===== src/rtl/pfs_pkg.sv =====
// Shared types for the power-fail sequencer.
// Assumes: state codes are visible at the top port and must stay fixed.
package pfs_pkg;
    localparam int NUM_FLAGS = 3;
    localparam int FLAG_SWO  = 0;
    localparam int FLAG_PROT = 1;
    localparam int FLAG_FULL = 2;

    typedef enum logic [1:0] {
        ST_SEALED    = 2'd0,
        ST_NORMAL    = 2'd1,
        ST_PROTECTED = 2'd2,
        ST_BACKUP    = 2'd3
    } pfs_state_e;
endpackage


===== src/rtl/pfs_sync.sv =====
// Multi-stage synchroniser bank for asynchronous comparator flags.
// Assumes: each bit is independent; reset value is 0 (rail absent).
module pfs_sync #(
    parameter int WIDTH  = 3,
    parameter int STAGES = 2
) (
    input  logic             clk,
    input  logic             rst_n,
    input  logic [WIDTH-1:0] async_i,
    output logic [WIDTH-1:0] sync_o
);
    logic [WIDTH-1:0] chain_q [STAGES];

    generate
        for (genvar g = 0; g < STAGES; g++) begin : g_stage
            if (g == 0) begin : g_first
                // First stage samples the raw flags.
                always_ff @(posedge clk) begin
                    if (!rst_n) chain_q[0] <= '0;
                    else        chain_q[0] <= async_i;
                end
            end else begin : g_next
                // Later stages shift the previous stage.
                always_ff @(posedge clk) begin
                    if (!rst_n) chain_q[g] <= '0;
                    else        chain_q[g] <= chain_q[g-1];
                end
            end
        end
    endgenerate

    assign sync_o = chain_q[STAGES-1];
endmodule


===== src/rtl/pfs_fsm.sv =====
// Sequencer state machine with the one-time seal latch.
// Assumes: flags are synchronised and nested (full -> prot -> swo).
module pfs_fsm
    import pfs_pkg::*;
(
    input  logic       clk,
    input  logic       rst_n,
    input  logic       full_s,
    input  logic       prot_s,
    input  logic       swo_s,
    output pfs_state_e state_o,
    output logic       seal_o
);
    pfs_state_e state_q, state_d;
    logic       seal_q;

    // Next-state selection from the current state and synchronised flags.
    always_comb begin
        state_d = state_q;
        unique case (state_q)
            ST_SEALED: begin
                if (prot_s) state_d = full_s ? ST_NORMAL : ST_PROTECTED;
            end
            ST_NORMAL: begin
                if (!prot_s) state_d = swo_s ? ST_PROTECTED : ST_BACKUP;
            end
            ST_PROTECTED: begin
                if (full_s && prot_s) state_d = ST_NORMAL;
                else if (!swo_s)      state_d = ST_BACKUP;
            end
            ST_BACKUP: begin
                if (swo_s) state_d = ST_PROTECTED;
            end
            default: state_d = ST_SEALED;
        endcase
    end

    // State register.
    always_ff @(posedge clk) begin
        if (!rst_n) state_q <= ST_SEALED;
        else        state_q <= state_d;
    end

    // Seal latch: set on first valid power application, cleared only by reset.
    always_ff @(posedge clk) begin
        if (!rst_n)                              seal_q <= 1'b0;
        else if (state_q == ST_SEALED && prot_s) seal_q <= 1'b1;
    end

    assign state_o = state_q;
    assign seal_o  = seal_q;
endmodule


===== src/rtl/pfs_gate.sv =====
// Output gating for the memory interface and the backup switch.
// Assumes: protect flag is the synchronised one; gating reacts to it
// combinationally so protection needs no extra register.
module pfs_gate
    import pfs_pkg::*;
(
    input  pfs_state_e state_i,
    input  logic       prot_s,
    output logic       write_protect_o,
    output logic       inputs_ignored_o,
    output logic       outputs_hiz_o,
    output logic       backup_on_o
);
    logic access_ok;

    // Access is open only in normal with the rail above the protect level.
    always_comb begin
        access_ok        = (state_i == ST_NORMAL) && prot_s;
        write_protect_o  = !access_ok;
        inputs_ignored_o = !access_ok;
        outputs_hiz_o    = !access_ok;
        backup_on_o      = (state_i == ST_BACKUP);
    end
endmodule


===== src/rtl/pfail_seq.sv =====
// Top of the power-fail write-protect sequencer.
// Assumes: comparator flags are asynchronous and nested; reset is
// synchronous active-low and returns the block to the sealed state.
module pfail_seq
    import pfs_pkg::*;
#(
    parameter int SYNC_STAGES = 2
) (
    input  logic       clk,
    input  logic       rst_n,
    input  logic       above_full_i,
    input  logic       above_prot_i,
    input  logic       above_swo_i,
    output logic       write_protect_o,
    output logic       inputs_ignored_o,
    output logic       outputs_hiz_o,
    output logic       backup_on_o,
    output logic       seal_released_o,
    output logic [1:0] state_o
);
    logic [NUM_FLAGS-1:0] flags_raw, flags_s;
    pfs_state_e           state;

    assign flags_raw[FLAG_SWO]  = above_swo_i;
    assign flags_raw[FLAG_PROT] = above_prot_i;
    assign flags_raw[FLAG_FULL] = above_full_i;

    pfs_sync #(.WIDTH(NUM_FLAGS), .STAGES(SYNC_STAGES)) u_sync (
        .clk    (clk),
        .rst_n  (rst_n),
        .async_i(flags_raw),
        .sync_o (flags_s)
    );

    pfs_fsm u_fsm (
        .clk    (clk),
        .rst_n  (rst_n),
        .full_s (flags_s[FLAG_FULL]),
        .prot_s (flags_s[FLAG_PROT]),
        .swo_s  (flags_s[FLAG_SWO]),
        .state_o(state),
        .seal_o (seal_released_o)
    );

    pfs_gate u_gate (
        .state_i         (state),
        .prot_s          (flags_s[FLAG_PROT]),
        .write_protect_o (write_protect_o),
        .inputs_ignored_o(inputs_ignored_o),
        .outputs_hiz_o   (outputs_hiz_o),
        .backup_on_o     (backup_on_o)
    );

    assign state_o = state;
endmodule


===== config.mk =====
export PLATFORM = sky130hd
export DESIGN_NAME = pfail_seq
export DESIGN_NICKNAME = d
export VERILOG_FILES = /design/src/rtl/pfs_pkg.sv /design/src/rtl/pfs_sync.sv /design/src/rtl/pfs_fsm.sv /design/src/rtl/pfs_gate.sv /design/src/rtl/pfail_seq.sv
export SDC_FILE = /design/constraint.sdc
export NUM_CORES = 1
export LEC_CHECK = 0
export ABC_AREA = 1
export ABC_CLOCK_PERIOD_IN_PS = 1100
export BUFFER_PORTS_ARGS = -buffer_cell sky130_fd_sc_hd__buf_2
export CAP_MARGIN = 15
export CORE_AREA = 2 2 39 41
export CTS_CLUSTER_DIAMETER = 60
export CTS_CLUSTER_SIZE = 25
export DETAILED_ROUTE_END_ITERATION = 10
export DIE_AREA = 0 0 41 43
export PLACE_DENSITY = 0.5
export SLEW_MARGIN = 20
export SYNTH_ARGS = -nofsm -noshare
export SYNTH_HDL_FRONTEND = slang
export SYNTH_SLANG_ARGS = --single-unit

===== constraint.sdc =====
create_clock -name clk -period 1.1 [get_ports clk]
set_clock_uncertainty 0.05 [all_clocks]
set_input_delay 0 -clock clk [delete_from_list [all_inputs] [get_ports clk]]
set_output_delay 0 -clock clk [all_outputs]
set_load 0.05 [all_outputs]

# == Yosys cells after proc, flatten, opt, wreduce, memory -nomap -nowiden ==
# Memory sizes are Yosys's and may differ from the RTL's.
# Cells that the tools add are included.
# op_classes
n_mux,12
n_reduce_logical,6
bitwise,2
eq_ne,7
# ops
operator,count
2-to-1 mux 2 bit,6
one-hot mux 2 bit (4 select lines),1
2-to-1 mux 3 bit,2
== test 2 bit (second input constant),2
inequality test 2 bit (second input constant),2
AND reduction 4 bit,1
logical AND 1 bit,3
2-to-1 mux 1 bit,3
inequality test 3 x 2 -> 1 bit (second input constant),1
== test 2 x 1 -> 1 bit (second input constant),1
logical NOT 2 bit,1
inequality test 2 x 1 -> 1 bit (second input constant),1
bitwise OR 1 bit,2
logical NOT 1 bit,1
# totals
ramBits,6
mem_count,1
reg_bits,3
input_bits,5
output_inout_bits,7
# mem_list
name,depth,width,rd,rd_clocked_by_memory_dff,write_ports,line_no,text
u_sync.chain_q,2,3,2,0,2,pfs_sync.sv:12,logic [WIDTH-1:0] chain_q [STAGES];

# == Logic depth before layout (Yosys ltp) ==
# Gate-level depths: netlist of the first run.
# An unclocked memory read counts as a cell.
# logic_depth
ltp_word,4
ltp_mapped,9
mapped_depth_nobuf,8

# == By module ==
# From an unflattened synthesis of the first run, not the netlist that was laid out.
# hier_totals
cells_unflattened,61
area_unflattened_um2,400.4
# modules_own_cells
module,area_each_um2,n_inst,cells_each
pfs_fsm,203.9,1,37
pfs_sync,165.2,1,18
pfs_gate,31.3,1,6

# == Worst setup path after synthesis of the first run ==
# Ideal clock, no wire load.
# synth_timing
path_kind,register to output
startpoint,"register u_fsm.state_q[0], in the netlist u_fsm.state_o[0]"
endpoint,output port outputs_hiz_o
path_stages_with_launch,4
path_slack_ns,-0.581
path_buffers,2
arrival_time_ns,1.631
required_time_ns,1.050
path_cell_list,dfxtp_1 -> buf_6 -> nand3_1 -> buf_4
# synth_between
elab_chain_len,3
# synth_rtl
element,line_no,text
start: declaration,pfs_fsm.sv:14,"pfs_state_e state_q, state_d;"
start signal: assignment,pfs_fsm.sv:41,else state_q <= state_d;
== test 2 x 1 -> 1 bit,pfs_gate.sv:18,access_ok = (state_i == ST_NORMAL) && prot_s;
logical AND 1 bit,pfs_gate.sv:18,
logical NOT 1 bit,n/a,
end: declaration,pfail_seq.sv:16,"output logic outputs_hiz_o,"
# Every way passes these cells.

# == Worst setup path in the final report of the first run ==
# layout_timing
startpoint,"register u_fsm.state_q[0], in the netlist u_fsm.state_o[0]"
endpoint,output port backup_on_o
# layout_between
elab_chain_len,1
# layout_rtl
element,line_no,text
== test 2 bit,pfs_gate.sv:22,backup_on_o = (state_i == ST_BACKUP);
end: declaration,pfail_seq.sv:17,"output logic backup_on_o,"
# Every way passes these cells.

==> metrics.txt, run 1 <==
CP Capture Type=output port; vias per cell=4.222; Starting Density=0.2911; DRC viols=0; area share of the largest cell type after synthesis=0.4472; die area=1763 um^2; ys async rst share=0; Setup Viol. Count Final=0; Critical Path Start Type=flip-flop; Final Cell Area=573.1 um^2; Sw Share=0.4373; CP Launch Point=u_fsm.state_o[0]; busiest grt layer=met2; fill count=143; GRT Total Usage=0.1083; Die H=43 um; status=finished clean; Setup WS post-layout=0.05048 ns; max frequency=952.8 MHz; synth top area cells=dfxtp_1, nand2_1, inv_1; met2 usage=0.1656; CORE AREA=1384 um^2; Most used DFF post-synth=dfxtp_1; share of total power in combinational logic=0.418; commonest cells in the netlist=nand2_1, inv_1, dfxtp_1, nor2_1; minimum hold slack=0.3597 ns; initial antenna violation count=0; #FFs+latches synth=9; grt total ovfl=0; reg2reg start=u_fsm.state_o[1]; I/O Buffers=11; clk buf depth=2; syn_nets=64; sequential share of power=0.388; Clock Root Buffer=clkbuf_4; sequential area share after synthesis=0.4472; DR pass1 iterations=4; cell leakage power=0.0003078 uW; minimum clock period=1.050 ns; Slew Viols, Final=0; Worst Path Arrival=1.00 ns; net switching power figure=546.7 uW; CTS Buf Count=3; Setup CP Type=reg2out; met3 Use GR=0.01571; Post-DRT Antenna Nets=0; P&R area growth vs syn=42.24%; First DRT Iteration DRCs=6; FP Rows=14; Post-Synthesis Cells=59; diode count=0; vias in the first global route=341; slew margin rel.=0.8361; Power, Total=1250 uW; total routed wirelength=714 um; synthesized cell area=402.9 um^2; chip width=41 um; placed inst area=471.7 um^2; io pins=12; met1 GRT Util=0.1188; EDFF count, synth=0; CTS clk-pin slew, worst paths=0.06 ns; final hold vios=0; CTS tree=done; global placer's final weighted congestion=0.7603; CP max FO=9; CTS sink count=9; Distinct cells, synth=15; worst min-delay path class=reg2reg; Routed wire per std cell=7.933 um; YS warnings=0; RSZ-0062 raised after global routing=no; max capacitance violation total=0; count leader, synth=nand2_1; Place WS=0.02023 ns; final worst path period share=0.9541; Worst Tran Pin Value=0.2475 ns; share of cells above drive strength 1=0.3649; internal power=703.5 uW; critical hold path startpoint=u_sync.chain_q[0][0]; Avg Inst Size Synth=6.829 um^2; critical path required time=1.05 ns; Synth area leader=dfxtp_1; first-pass GRT wire length=1248 um; setup_tns=0 ns; dpl hpwl=515.3 um; PD cells=2182 nW/um^2; Clock power frac=0.194; largest net degree at the start of global routing=10; DR vias=380; fin nets=80; peak supply drop=0.8358 mV; Worst-Skew Late Latency=0.25 ns; H-tree Lvls=1
stage by stage:
step	util	std cells
finish	0.4141	90
global route	0.4141	90
CTS	0.3906	90
detailed placement	0.3409	82
global placement	0.3409	82
floorplan	-	59
final timing paths:
check / end / slack [ns] / cells after the start
min reg2reg: u_sync.chain_q[1][0] / 0.36 / 2
max: backup_on_o / 0.05 / 3
max reg2reg: u_fsm.state_o[0] / 0.11 / 7
min: u_sync.chain_q[1][0] / 0.36 / 2
sequential cells by signal (all words and copies together) (netlist names):
register	flops
u_fsm.state_o	2
u_fsm.seal_o	1
u_sync.chain_q	6
cell type report:
type	instances	area [um^2]	share of cell area
clock buffers	4	26.28	0.04585
inverters	13	53.80	0.09389
multi-input cells	33	176.4	0.3079
flip-flops and latches	9	191.4	0.3341
well taps	16	20.02	0.03493
repair buffers	15	105.1	0.1834
cell usage in the layout (no fill, tap or decap), types with 3 or more instances in the layout:
cell	synthesis	routed
dfxtp_1	9	6
inv_1	11	11
clkbuf_4	0	4
nand2_2	0	3
buf_4	2	3
nand2_1	17	14
buf_2	1	7
dfxtp_4	0	3
nor2_1	5	5
dlygate4sd3_1	0	4
layer usage:
layer  part of all wire  wire length, um  vias up
li1                   -                -      205
met1               0.42              301      162
met2               0.51              364       11
met3              0.053               38        2
met4              0.013                9        0
met5                  0                0        -
cells by family after synthesis:
kind of cell           synth area share
AOI/OAI and AO/OA               0.06831
buffers and inverters            0.1987
DFF                              0.4472
and+or+nand+nor                  0.2857
power groups by stage:
stage          combinational [uW]  clock, uW  sequential, uW
4_1_cts                       473        262             474
3_5_place_dp                  460          0             482
2_1_floorplan                 337          0             548
5_1_grt                       579        279             499
3_3_place_gp                  465          0             483
6_report                      522        243             486
timing repair:
action | 4_1_cts | 5_1_grt
buffers inserted | 0 | 0
pin swaps | 0 | 4
hold endpoints to repair | 8 | 0
setup endpoints to repair | 3 | 6
hold buffers | 4 | 0
resized for setup | 1 | 15
gates cloned | 0 | 0
worst max-delay path, stage by stage (launching register included):
cell      delay, ns
dfxtp_4        0.42
nand2_1        0.07
inv_1          0.05
clkbuf_4       0.21
Note: power is estimated with default switching activity, not from simulation.
==> run 2, diff against run 1 <==
- PLACE_DENSITY: 0.5 -> unset
- PLACE_DENSITY_LB_ADDON: unset -> 0.05
==> run 2 against run 1 <==
Total power down 1.2%. Maximum frequency down 2.2%. Largest power group unchanged. Clock power is 2% higher. Sequential power is 1% lower. Largest cell class unchanged. Via count increased by 2.6%. Setup slack worse by 0.023 ns. Highest routed layer unchanged. First-iteration DRC count down 67%. Routed wire length is 7.1% higher. Design area fell by 0.22%.
==> metrics.txt, run 2 (synthesized netlist as in run 1, its figures left out) <==
DR pass1 iterations=2; net switching power figure=535.1 uW; fill count=158; First DRT Iteration DRCs=2; max FFs per register=6; Sw Share=0.4332; Post-DRT Antenna Nets=0; Storage cell area=191.4 um^2; cell-by-cell trace of the critical path=buf_4 > nand3_4 > buf_4; capture point of the worst path=write_protect_o; FP Rows=14; most frequent cells in the layout=nand2_1, inv_1, buf_2; Clock Root Buffer=clkbuf_4; r2r worst-path depth=5; H-tree Lvls=1; Routed wire per std cell=8.315 um; final worst path period share=0.9754; CTS clk-pin slew, worst paths=0.06 ns; share of cells above drive strength 1=0.3289; status=finished clean; Reg with most FFs=u_sync.chain_q; global placer's final weighted congestion=0.7151; slew margin rel.=0.8369; io pins=12; first-pass GRT wire length=1235 um; CTS Buf Count=3; GRT Total Usage=0.1094; CTS tree=done; minimum hold slack=0.3591 ns; slowest CP cell=dfxtp_4; R2R setup slack=0.09 ns; vias per cell=4.239; Setup CP Type=reg2out; Slew Viols, Final=0; RSZ-0062 raised after global routing=yes; max capacitance violation total=0; CTS sink count=9; Die H=43 um; Worst-Skew Late Latency=0.25 ns; critical path required time=1.05 ns; Worst Path Arrival=1.02 ns; Critical Path Start Type=flip-flop; CP Capture Type=output port; sequential share of power=0.388; DR vias=390; CORE AREA=1384 um^2; initial antenna violation count=0; internal power=700.1 uW; CP max FO=5; minimum clock period=1.073 ns; clk buf depth=2; die area=1763 um^2; slowest stage delay, CP=0.36 ns; total routed wirelength=765 um; max frequency=932.0 MHz; Worst Tran Pin Value=0.2463 ns; diode count=0; reg2reg start=u_fsm.state_o[1]; final hold vios=0; DRC viols=0; grt total ovfl=0; PD cells=2160 nW/um^2; fin nets=82; share of total power in combinational logic=0.411; multi-input logic area=162.7 um^2; dpl hpwl=522.4 um; cell leakage power=0.0003130 uW; Hold Path Cell Cnt=2; reg2reg end=u_fsm.state_o[1]; largest net degree at the start of global routing=10; I/O Buffers=11; Clock power frac=0.202; P&R area growth vs syn=41.93%; peak supply drop=0.8728 mV; Power, Total=1235 uW; CP Launch Point=u_sync.chain_q[1][1]; vias in the first global route=339; Starting Density=0.2911; most used cell, CP=buf_4; Setup Viol. Count Final=0; worst min-delay path class=reg2reg; most common cell after layout, fill and taps aside=nand2_1; chip width=41 um
[run 2: critical path, delay by kind of cell, from the launching register on]
kind                   cells  cell delay (ns)
and+or+nand+nor            1             0.08
buffers and inverters      2             0.33
DFF                        1             0.36
[run 2: worst min-delay path by stage]
| stage | from | endpoint | slack (ns) |
|---|---|---|---|
| 6_report | u_sync.chain_q[0][1] | u_sync.chain_q[1][1] | 0.36 |
| 5_1_grt | u_sync.chain_q[0][2] | u_sync.chain_q[1][2] | 0.38 |
| 4_1_cts | u_sync.chain_q[0][1] | u_sync.chain_q[1][1] | 0.37 |
| 3_5_place_dp | above_swo_i | u_sync.chain_q[0][0] | 0.14 |
| 3_3_place_gp | above_full_i | u_sync.chain_q[0][2] | 0.13 |
| 2_1_floorplan | above_swo_i | u_sync.chain_q[0][0] | 0.05 |
[run 2: metrics by stage]
step           instances  TNS (ns)    util  setup WS, ns  cell area, um^2
4_1_cts               91   -0.1076  0.3951      -0.03639            546.8
5_1_grt               92  -0.08559  0.4132      -0.02703            571.8
6_report              92         0  0.4132       0.02706            571.8
3_3_place_gp          83         0  0.3463       0.05990            479.2
2_1_floorplan         59         0       -      0.005173            427.9
3_5_place_dp          83         0  0.3463       0.07918            479.2
[run 2: cell type report]
type / count / area share
flip-flops and latches: 9 / 0.3348
repair buffers: 17 / 0.2101
clock buffers: 4 / 0.04595
well taps: 16 / 0.03501
multi-input cells: 33 / 0.2845
inverters: 13 / 0.08972
[run 2: what timing repair did]
action                                 in CTS  in global routing
pin swaps                                   0                  2
hold buffers                                4                  0
endpoints found under the hold margin       9                  0
buffers inserted                            0                  1
setup endpoints to repair                   3                  6
gates resized for setup                     1                 12
[run 2: routing by layer]
| layer | GRT usage | wire length, um |
|---|---|---|
| met2 | 0.1656 | 393 |
| met3 | 0.01571 | 34 |
| met1 | 0.1126 | 324 |
| met5 | 0 | 0 |
| met4 | 0.1200 | 12 |
[run 2: power groups by stage]
stage	logic, uW	clock network (uW)	registers (uW)
global placement	474	0	481
global route	564	276	489
floorplan	337	0	548
CTS	477	267	475
finish	507	249	479
detailed placement	465	0	482
